[src/rtl/st_timer_pkg.sv]
package st_timer_pkg;

    localparam int DATA_W       = 32;
    localparam int ADDR_W       = 5;
    localparam int IDX_W        = ADDR_W - 2;
    localparam int CTRL_IDX     = 0;
    localparam int CNT_LO_IDX   = 1;
    localparam int CNT_HI_IDX   = 2;
    localparam int CMP_BASE_IDX = 3;

    typedef struct packed {
        logic             hit;
        logic [IDX_W-1:0] idx;
    } reg_dec_t;

    typedef struct packed {
        logic              wr;
        logic [ADDR_W-1:0] addr;
        logic [DATA_W-1:0] data;
    } bus_req_t;

    function automatic reg_dec_t decode_addr(input logic [ADDR_W-1:0] addr,
                                             input int num_ch);
        reg_dec_t d;
        d.idx = addr[ADDR_W-1:2];
        d.hit = (addr[1:0] == 2'b00) &&
                ({1'b0, d.idx} < (IDX_W+1)'(CMP_BASE_IDX + num_ch));
        return d;
    endfunction

endpackage

[src/rtl/st_counter.sv]
module st_counter #(
    parameter int              CNT_W       = 64,
    parameter logic [CNT_W-1:0] RESET_COUNT = '0
) (
    input  logic             clk,
    input  logic             rst,
    input  logic             tick_en,
    output logic [CNT_W-1:0] cnt_q,
    output logic [CNT_W-1:0] cnt_next
);

    assign cnt_next = cnt_q + CNT_W'(1);

    always_ff @(posedge clk) begin
        if (rst)
            cnt_q <= RESET_COUNT;
        else if (tick_en)
            cnt_q <= cnt_next;
    end

endmodule

[src/rtl/st_compare_chan.sv]
module st_compare_chan #(
    parameter int CMP_W = 32
) (
    input  logic             clk,
    input  logic             rst,
    input  logic             tick_en,
    input  logic [CMP_W-1:0] lo_next,
    input  logic             cmp_we,
    input  logic [CMP_W-1:0] cmp_wdata,
    input  logic             clr,
    output logic [CMP_W-1:0] cmp_q,
    output logic             flag_q
);

    logic hit;

    // match on the tick that brings the low word onto the compare value
    assign hit = tick_en && (lo_next == cmp_q);

    always_ff @(posedge clk) begin
        if (rst)
            cmp_q <= '0;
        else if (cmp_we)
            cmp_q <= cmp_wdata;
    end

    always_ff @(posedge clk) begin
        if (rst)
            flag_q <= 1'b0;
        else if (hit)
            flag_q <= 1'b1;     // set has priority over a coincident clear
        else if (clr)
            flag_q <= 1'b0;
    end

endmodule

[src/rtl/st_wr_decode.sv]
module st_wr_decode
    import st_timer_pkg::*;
#(
    parameter int NUM_CH = 4
) (
    input  bus_req_t          req,
    output logic [NUM_CH-1:0] cmp_we,
    output logic [NUM_CH-1:0] clr_mask
);

    reg_dec_t dec;

    assign dec = decode_addr(req.addr, NUM_CH);

    assign clr_mask = (req.wr && dec.hit && dec.idx == IDX_W'(CTRL_IDX))
                      ? req.data[NUM_CH-1:0] : '0;

    for (genvar n = 0; n < NUM_CH; n++) begin : g_we
        assign cmp_we[n] = req.wr && dec.hit && (dec.idx == IDX_W'(CMP_BASE_IDX + n));
    end

endmodule

[src/rtl/st_rd_mux.sv]
module st_rd_mux
    import st_timer_pkg::*;
#(
    parameter int NUM_CH = 4,
    parameter int CNT_W  = 64
) (
    input  logic [ADDR_W-1:0]             addr,
    input  logic [NUM_CH-1:0]             status,
    input  logic [CNT_W-1:0]              cnt,
    input  logic [NUM_CH-1:0][DATA_W-1:0] cmp,
    output logic [DATA_W-1:0]             rdata
);

    reg_dec_t dec;

    assign dec = decode_addr(addr, NUM_CH);

    always_comb begin
        rdata = '0;
        if (dec.hit) begin
            if (dec.idx == IDX_W'(CTRL_IDX))
                rdata = {{(DATA_W-NUM_CH){1'b0}}, status};
            else if (dec.idx == IDX_W'(CNT_LO_IDX))
                rdata = cnt[DATA_W-1:0];
            else if (dec.idx == IDX_W'(CNT_HI_IDX))
                rdata = cnt[CNT_W-1:DATA_W];
            for (int n = 0; n < NUM_CH; n++) begin
                if (dec.idx == IDX_W'(CMP_BASE_IDX + n))
                    rdata = cmp[n];
            end
        end
    end

endmodule

[src/rtl/sys_compare_timer.sv]
module sys_compare_timer
    import st_timer_pkg::*;
#(
    parameter int               NUM_CH      = 4,
    parameter int               CNT_W       = 64,
    parameter logic [CNT_W-1:0] RESET_COUNT = '0
) (
    input  logic              clk,
    input  logic              rst,
    input  logic              tick_en,
    input  logic [ADDR_W-1:0] bus_addr,
    input  logic              bus_we,
    input  logic [DATA_W-1:0] bus_wdata,
    output logic [DATA_W-1:0] bus_rdata,
    output logic [NUM_CH-1:0] irq
);

    localparam int LO_W = DATA_W;

    bus_req_t                  req;
    logic [CNT_W-1:0]          cnt_q;
    logic [CNT_W-1:0]          cnt_next;
    logic [NUM_CH-1:0]         cmp_we;
    logic [NUM_CH-1:0]         clr_mask;
    logic [NUM_CH-1:0][LO_W-1:0] cmp_val;
    logic [NUM_CH-1:0]         status;

    assign req = '{wr: bus_we, addr: bus_addr, data: bus_wdata};

    st_counter #(.CNT_W(CNT_W), .RESET_COUNT(RESET_COUNT)) u_cnt (
        .clk     (clk),
        .rst     (rst),
        .tick_en (tick_en),
        .cnt_q   (cnt_q),
        .cnt_next(cnt_next)
    );

    st_wr_decode #(.NUM_CH(NUM_CH)) u_wr (
        .req     (req),
        .cmp_we  (cmp_we),
        .clr_mask(clr_mask)
    );

    for (genvar n = 0; n < NUM_CH; n++) begin : g_ch
        st_compare_chan #(.CMP_W(LO_W)) u_ch (
            .clk      (clk),
            .rst      (rst),
            .tick_en  (tick_en),
            .lo_next  (cnt_next[LO_W-1:0]),
            .cmp_we   (cmp_we[n]),
            .cmp_wdata(bus_wdata),
            .clr      (clr_mask[n]),
            .cmp_q    (cmp_val[n]),
            .flag_q   (status[n])
        );
    end

    st_rd_mux #(.NUM_CH(NUM_CH), .CNT_W(CNT_W)) u_rd (
        .addr  (bus_addr),
        .status(status),
        .cnt   (cnt_q),
        .cmp   (cmp_val),
        .rdata (bus_rdata)
    );

    assign irq = status;

endmodule

[config.mk]
export PLATFORM = sky130hd
export DESIGN_NAME = sys_compare_timer
export DESIGN_NICKNAME = d
export VERILOG_FILES = /design/src/rtl/st_timer_pkg.sv /design/src/rtl/st_counter.sv /design/src/rtl/st_compare_chan.sv /design/src/rtl/st_wr_decode.sv /design/src/rtl/st_rd_mux.sv /design/src/rtl/sys_compare_timer.sv
export SDC_FILE = /design/constraint.sdc
export NUM_CORES = 1
export LEC_CHECK = 0
export ABC_AREA = 1
export CAP_MARGIN = 30
export CORE_ASPECT_RATIO = 0.6
export CORE_MARGIN = 2
export CORE_UTILIZATION = 35
export DETAILED_ROUTE_END_ITERATION = 8
export PLACE_DENSITY_LB_ADDON = 0.1
export SLEW_MARGIN = 20
export SYNTH_ARGS = -nofsm -noshare
export SYNTH_HDL_FRONTEND = slang
export SYNTH_HIERARCHICAL = 1
export SYNTH_SLANG_ARGS = --single-unit
export TNS_END_PERCENT = 50
[constraint.sdc]
create_clock -name clk -period 2.1 [get_ports clk]
set_input_delay 0.525 -clock clk [delete_from_list [all_inputs] [get_ports clk]]
set_output_delay 0.525 -clock clk [all_outputs]
set_load 0.01 [all_outputs]
# == Word-level counts from Yosys, hierarchy flattened ==
# Cells that the tools add are included.
# classes
n_addsub,1
mul,0
div,0
order_cmp,1
eq_ne,10
shift,0
n_mux,17
n_bitwise,0
reduce_logical,17
# op_table
op,count
32-bit two-way mux,8
32-bit == test,4
"64-bit by 1-bit adder with 64-bit output, second input constant",1
1-bit logical AND,11
"3-bit == test, second input constant",3
1-bit two-way mux,8
2-bit nonzero test,4
"3-bit by 2-bit == test with 1-bit output, second input constant",2
4-bit two-way mux,1
"3-bit by 1-bit == test with 1-bit output, second input constant",1
3-bit zero test,1
"3-bit less-than comparator, second input constant",1
2-bit zero test,1
# totals
regBits,196
latchBits,0
ram_bits,0
mem_bits_ro,0
inputBits,41
out_inout_bits,36
word_cells,55
mem_count,0

# == Depth between registers and ports, before layout ==
# logic_depth
word_depth,9
mapped_depth,17
depth_no_buf,17

# == Cells and area by module ==
# The synthesis kept the hierarchy.
# modules_own_cells
module,instances,cells_each,area_each_um2,seq_area_each_um2
st_compare_chan,4,259,1680.4,660.6
st_counter,1,799,4590.7,1281.2
st_rd_mux,1,383,1746.7,0.0
st_wr_decode,1,27,123.9,0.0

# == Least setup slack after synthesis ==
# OpenSTA, ideal clock, no wires.
# synth_timing
kind,register -> register
from,register u_cnt.cnt_q[0]
to,register g_ch[0].u_ch.flag_q
setup_ns,0.067
arrival_time_ns,2.156
setup_slack_ns,-0.124
path_stages_with_launch,16
n_path_buf,0
synth_period_minus_slack_ns,2.224
path_cell_list,dfxtp_1 > ha_1 > inv_1 > nor2_1 > nand2_4 > nor2_8 > nand2_2 > xor2_1 > inv_1 > nand2_1 > nand2_1 > nor2_1 > nand2_1 > nor2_1 > nand3_1 > a21oi_2
# synth_between
elab_chain_cells,4
elab_cells_between_ends,5
cone_classes,add/sub: 1; eq/ne: 1; mux: 1; reduce/logical: 2
# synth_lines
item,line,rtl
start: declaration,st_counter.sv:8,"output logic [CNT_W-1:0] cnt_q,"
start signal: assignment,st_counter.sv:18,cnt_q <= cnt_next;
64-bit by 1-bit adder with 64-bit output (*),st_counter.sv:12,assign cnt_next = cnt_q + CNT_W'(1);
named net cnt_next[20],sys_compare_timer.sv:22,logic [CNT_W-1:0] cnt_next;
32-bit == test (*),st_compare_chan.sv:18,assign hit = tick_en && (lo_next == cmp_q);
1-bit logical AND (*),st_compare_chan.sv:18,
1-bit two-way mux or 2-bit nonzero test (tied branches),-,
end signal: assignment,st_compare_chan.sv:29,flag_q <= 1'b0;
end signal: assignment,st_compare_chan.sv:31,flag_q <= 1'b1;
end signal: assignment,st_compare_chan.sv:33,flag_q <= 1'b0;
end: declaration,st_compare_chan.sv:12,output logic flag_q
# The timed path passes the listed nets; every way through them passes the cells marked *.
# A chain may end at the register's enable or synchronous reset.

# == Worst setup path in the final report ==
# layout_timing
from,register u_cnt.cnt_q[0]
to,register g_ch[3].u_ch.flag_q
# layout_between
elab_chain_cells,4
elab_cells_between_ends,5
cone_classes,add/sub: 1; eq/ne: 1; mux: 1; reduce/logical: 2
# layout_lines
item,line
64-bit by 1-bit adder with 64-bit output (*),st_counter.sv:12
named net cnt_next[28],sys_compare_timer.sv:22
32-bit == test (*),st_compare_chan.sv:18
1-bit logical AND (*),st_compare_chan.sv:18
1-bit two-way mux or 2-bit nonzero test (tied branches),-
end signal: assignment,st_compare_chan.sv:29
end signal: assignment,st_compare_chan.sv:31
end signal: assignment,st_compare_chan.sv:33
end: declaration,st_compare_chan.sv:12
# Marked as above.

==> run metrics <==
status=complete, but fails checks; failing checks=setup timing; initial antenna violation count=0; Crit-path slowest cell=dfxtp_4; syn_area_per_cell=5.896 sq um; most frequent cells in the layout=593 x nand2_1, 305 x inv_1, 285 x nor2_1, 239 x buf_4, 172 x dfxtp_1; sum of buffers and inverters on the critical path=4; num ports=77; commonest non-fill, non-tap cell in the layout=nand2_1; pwr dens=513.1 nW/um^2; Cell Chain, Critical Path=ha_4 -> inv_4 -> nor2_4 -> nand2_4 -> nor2_4 -> nand2_4 -> xor2_4 -> clkinvlp_4 -> inv_2 -> nand2_1 -> nand2_1 -> nand2_1 -> nor2_2 -> nand2_1 -> nor2_1 -> buf_4 -> nand3_4 -> a21oi_2; Die Span X=253.7 um; endpoint class of the critical path=flip-flop; global-route wire length before repair=87.97 mm; clock share of power=37.3%; CTS sink count=196; Slew Limit Fails=0; setup slack at placement=-1.123 ns; die area=39010 sq um; logic gate share of total power=20.7%; worst rel slew slack=57.25%; Most common cell on crit path=nand2_1; Critical Path RT=2.51 ns; Pre-antenna DRT Iters=5; vias in the first global route=14030; DR vias=15430; max_cap viols=0; remaining global-route overflow=0; vias per inst=5.056; clock skew=0.01632 ns; cell area after synthesis=13090 sq um; internal power=6.329 mW; Final min period=2.544 ns; Final Wtd Congestion=0.9919; sequential power share=42.0%; leakage power total=8.101 nW; diodes inserted=0; Initial DRC Count=1609; CP Class=flip-flop to flip-flop; gr usage total=30.43%; worst slew pin tran=0.6391 ns; final setup vio count=40; CTS tree=done; number of H-tree levels=4; Crit path max-delay family=simple AND/OR/NAND/NOR gates; switching part of the total power=32.93%; Worst-Skew Late Latency=0.47 ns; Core Area=36620 sq um; Min-Delay Path Class=flip-flop to flip-flop; # fillers=3841; Rows=54; Synth Net Count=2262; clock transition at the registers of the reported paths=0.08 ns; Yosys warning total=6; root buffer cell=clkbuf_16; maximum VDD drop=530.8 uV; DRT Wirelength=59.43 mm; HPWL Detailed=41.68 mm; worst setup margin=-0.4438 ns; CP Max Fanout=8; Area after DPL=16150 sq um; part of the cycle the worst path needs=121.1%; Die Ht=153.8 um; I/O Buffers=76; CP Launch Type=flip-flop; Fin. Hold Viols=0; critical path arrival=2.95 ns; Area Overhead vs Synth=40.49%; layout cell share with drive strength beyond 1=25.90%; WL/cell=19.47 um; unrepaired setup endpoints after global routing=yes; P_sw=3.107 mW; fmax=393.1 MHz; ANT nets after route=0; Design Area, Final=18390 sq um; largest net degree at the start of global routing=78; fin nets=2577; Remaining DRCs=0; total CTS buffers=17; Worst path max stage delay=0.38 ns; Initial Utilization=35.74%; Syn Inst Count=2220; clk buf depth=2
## final timing paths
path / end / from / cells past startpoint / slack (ns)
setup / recovery: g_ch[3].u_ch/flag_q / u_cnt/cnt_q[0] / 18 / -0.44
hold / removal: g_ch[1].u_ch/cmp_q[28] / g_ch[1].u_ch/cmp_q[28] / 2 / 0.49
setup reg to reg: g_ch[3].u_ch/flag_q / u_cnt/cnt_q[0] / 18 / -0.44
hold reg to reg: g_ch[1].u_ch/cmp_q[28] / g_ch[1].u_ch/cmp_q[28] / 2 / 0.49
## registers in the layout (all words and copies together) (netlist names)
name and flops:
g_ch.u_ch/cmp_q 128, g_ch.u_ch/flag_q 4, u_cnt/cnt_q 64
## stage by stage
step | power, mW | utilization, % | instances | setup TNS, ns | hold WS, ns
after global routing | 9.772 | 50.22 | 3052 | -12.70 | 0.5096
final | 9.436 | 50.22 | 3052 | -9.764 | 0.4895
after floorplan | 4.839 | - | 2220 | 0 | 0.4519
after CTS | 9.353 | 48.75 | 3033 | -10.26 | 0.4884
after global placement | 5.639 | 44.10 | 2957 | -46.68 | 0.4683
after detailed placement | 5.650 | 44.10 | 2957 | -48.04 | 0.4761
## cell type report
cell class	count	area, sq um	area share (%)
sequential	196	3974	21.61
tap	504	630.6	3.429
inverter	360	1378	7.491
clock inverter	14	160.2	0.8709
multi-input combinational	1578	8179	44.48
clock buffer	18	429.2	2.334
timing repair buffer	382	3638	19.79
## layer usage
| layer | global-route usage [%] | wire, um | up-vias |
|---|---|---|---|
| met5 | 0 | 0 | - |
| met4 | 10.34 | 1960 | 0 |
| met3 | 6.416 | 5750 | 103 |
| met2 | 43.01 | 23770 | 716 |
| met1 | 45.24 | 27960 | 7090 |
| li1 | - | - | 7523 |
## worst register-to-register path, delay by kind of cell, from the launching register on
family                   cells  cell delay [ns]
AO/OA/AOI/OAI                1             0.11
XOR/XNOR                     1             0.22
buffers and inverters        4             0.54
flip-flops                   1             0.38
AND/OR/NAND/NOR             11             1.05
adder cells (fa/ha/maj)      1             0.19
## what timing repair did
action | in CTS | in global routing
setup endpoints to repair | 39 | 46
hold buffers | 0 | 0
buffers inserted | 31 | 24
pin swaps | 90 | 71
gates cloned | 14 | 0
resized for setup | 322 | 122
## power groups by stage
| stage | clock network [mW] | logic (mW) | registers (mW) |
|---|---|---|---|
| 2_1_floorplan | 0 | 0.843 | 4.00 |
| 3_3_place_gp | 0 | 1.61 | 4.03 |
| 3_5_place_dp | 0 | 1.62 | 4.03 |
| 4_1_cts | 3.56 | 1.84 | 3.95 |
| 5_1_grt | 3.69 | 2.11 | 3.97 |
| 6_report | 3.52 | 1.96 | 3.96 |
No activity file was read; power rests on OpenSTA's default activity.
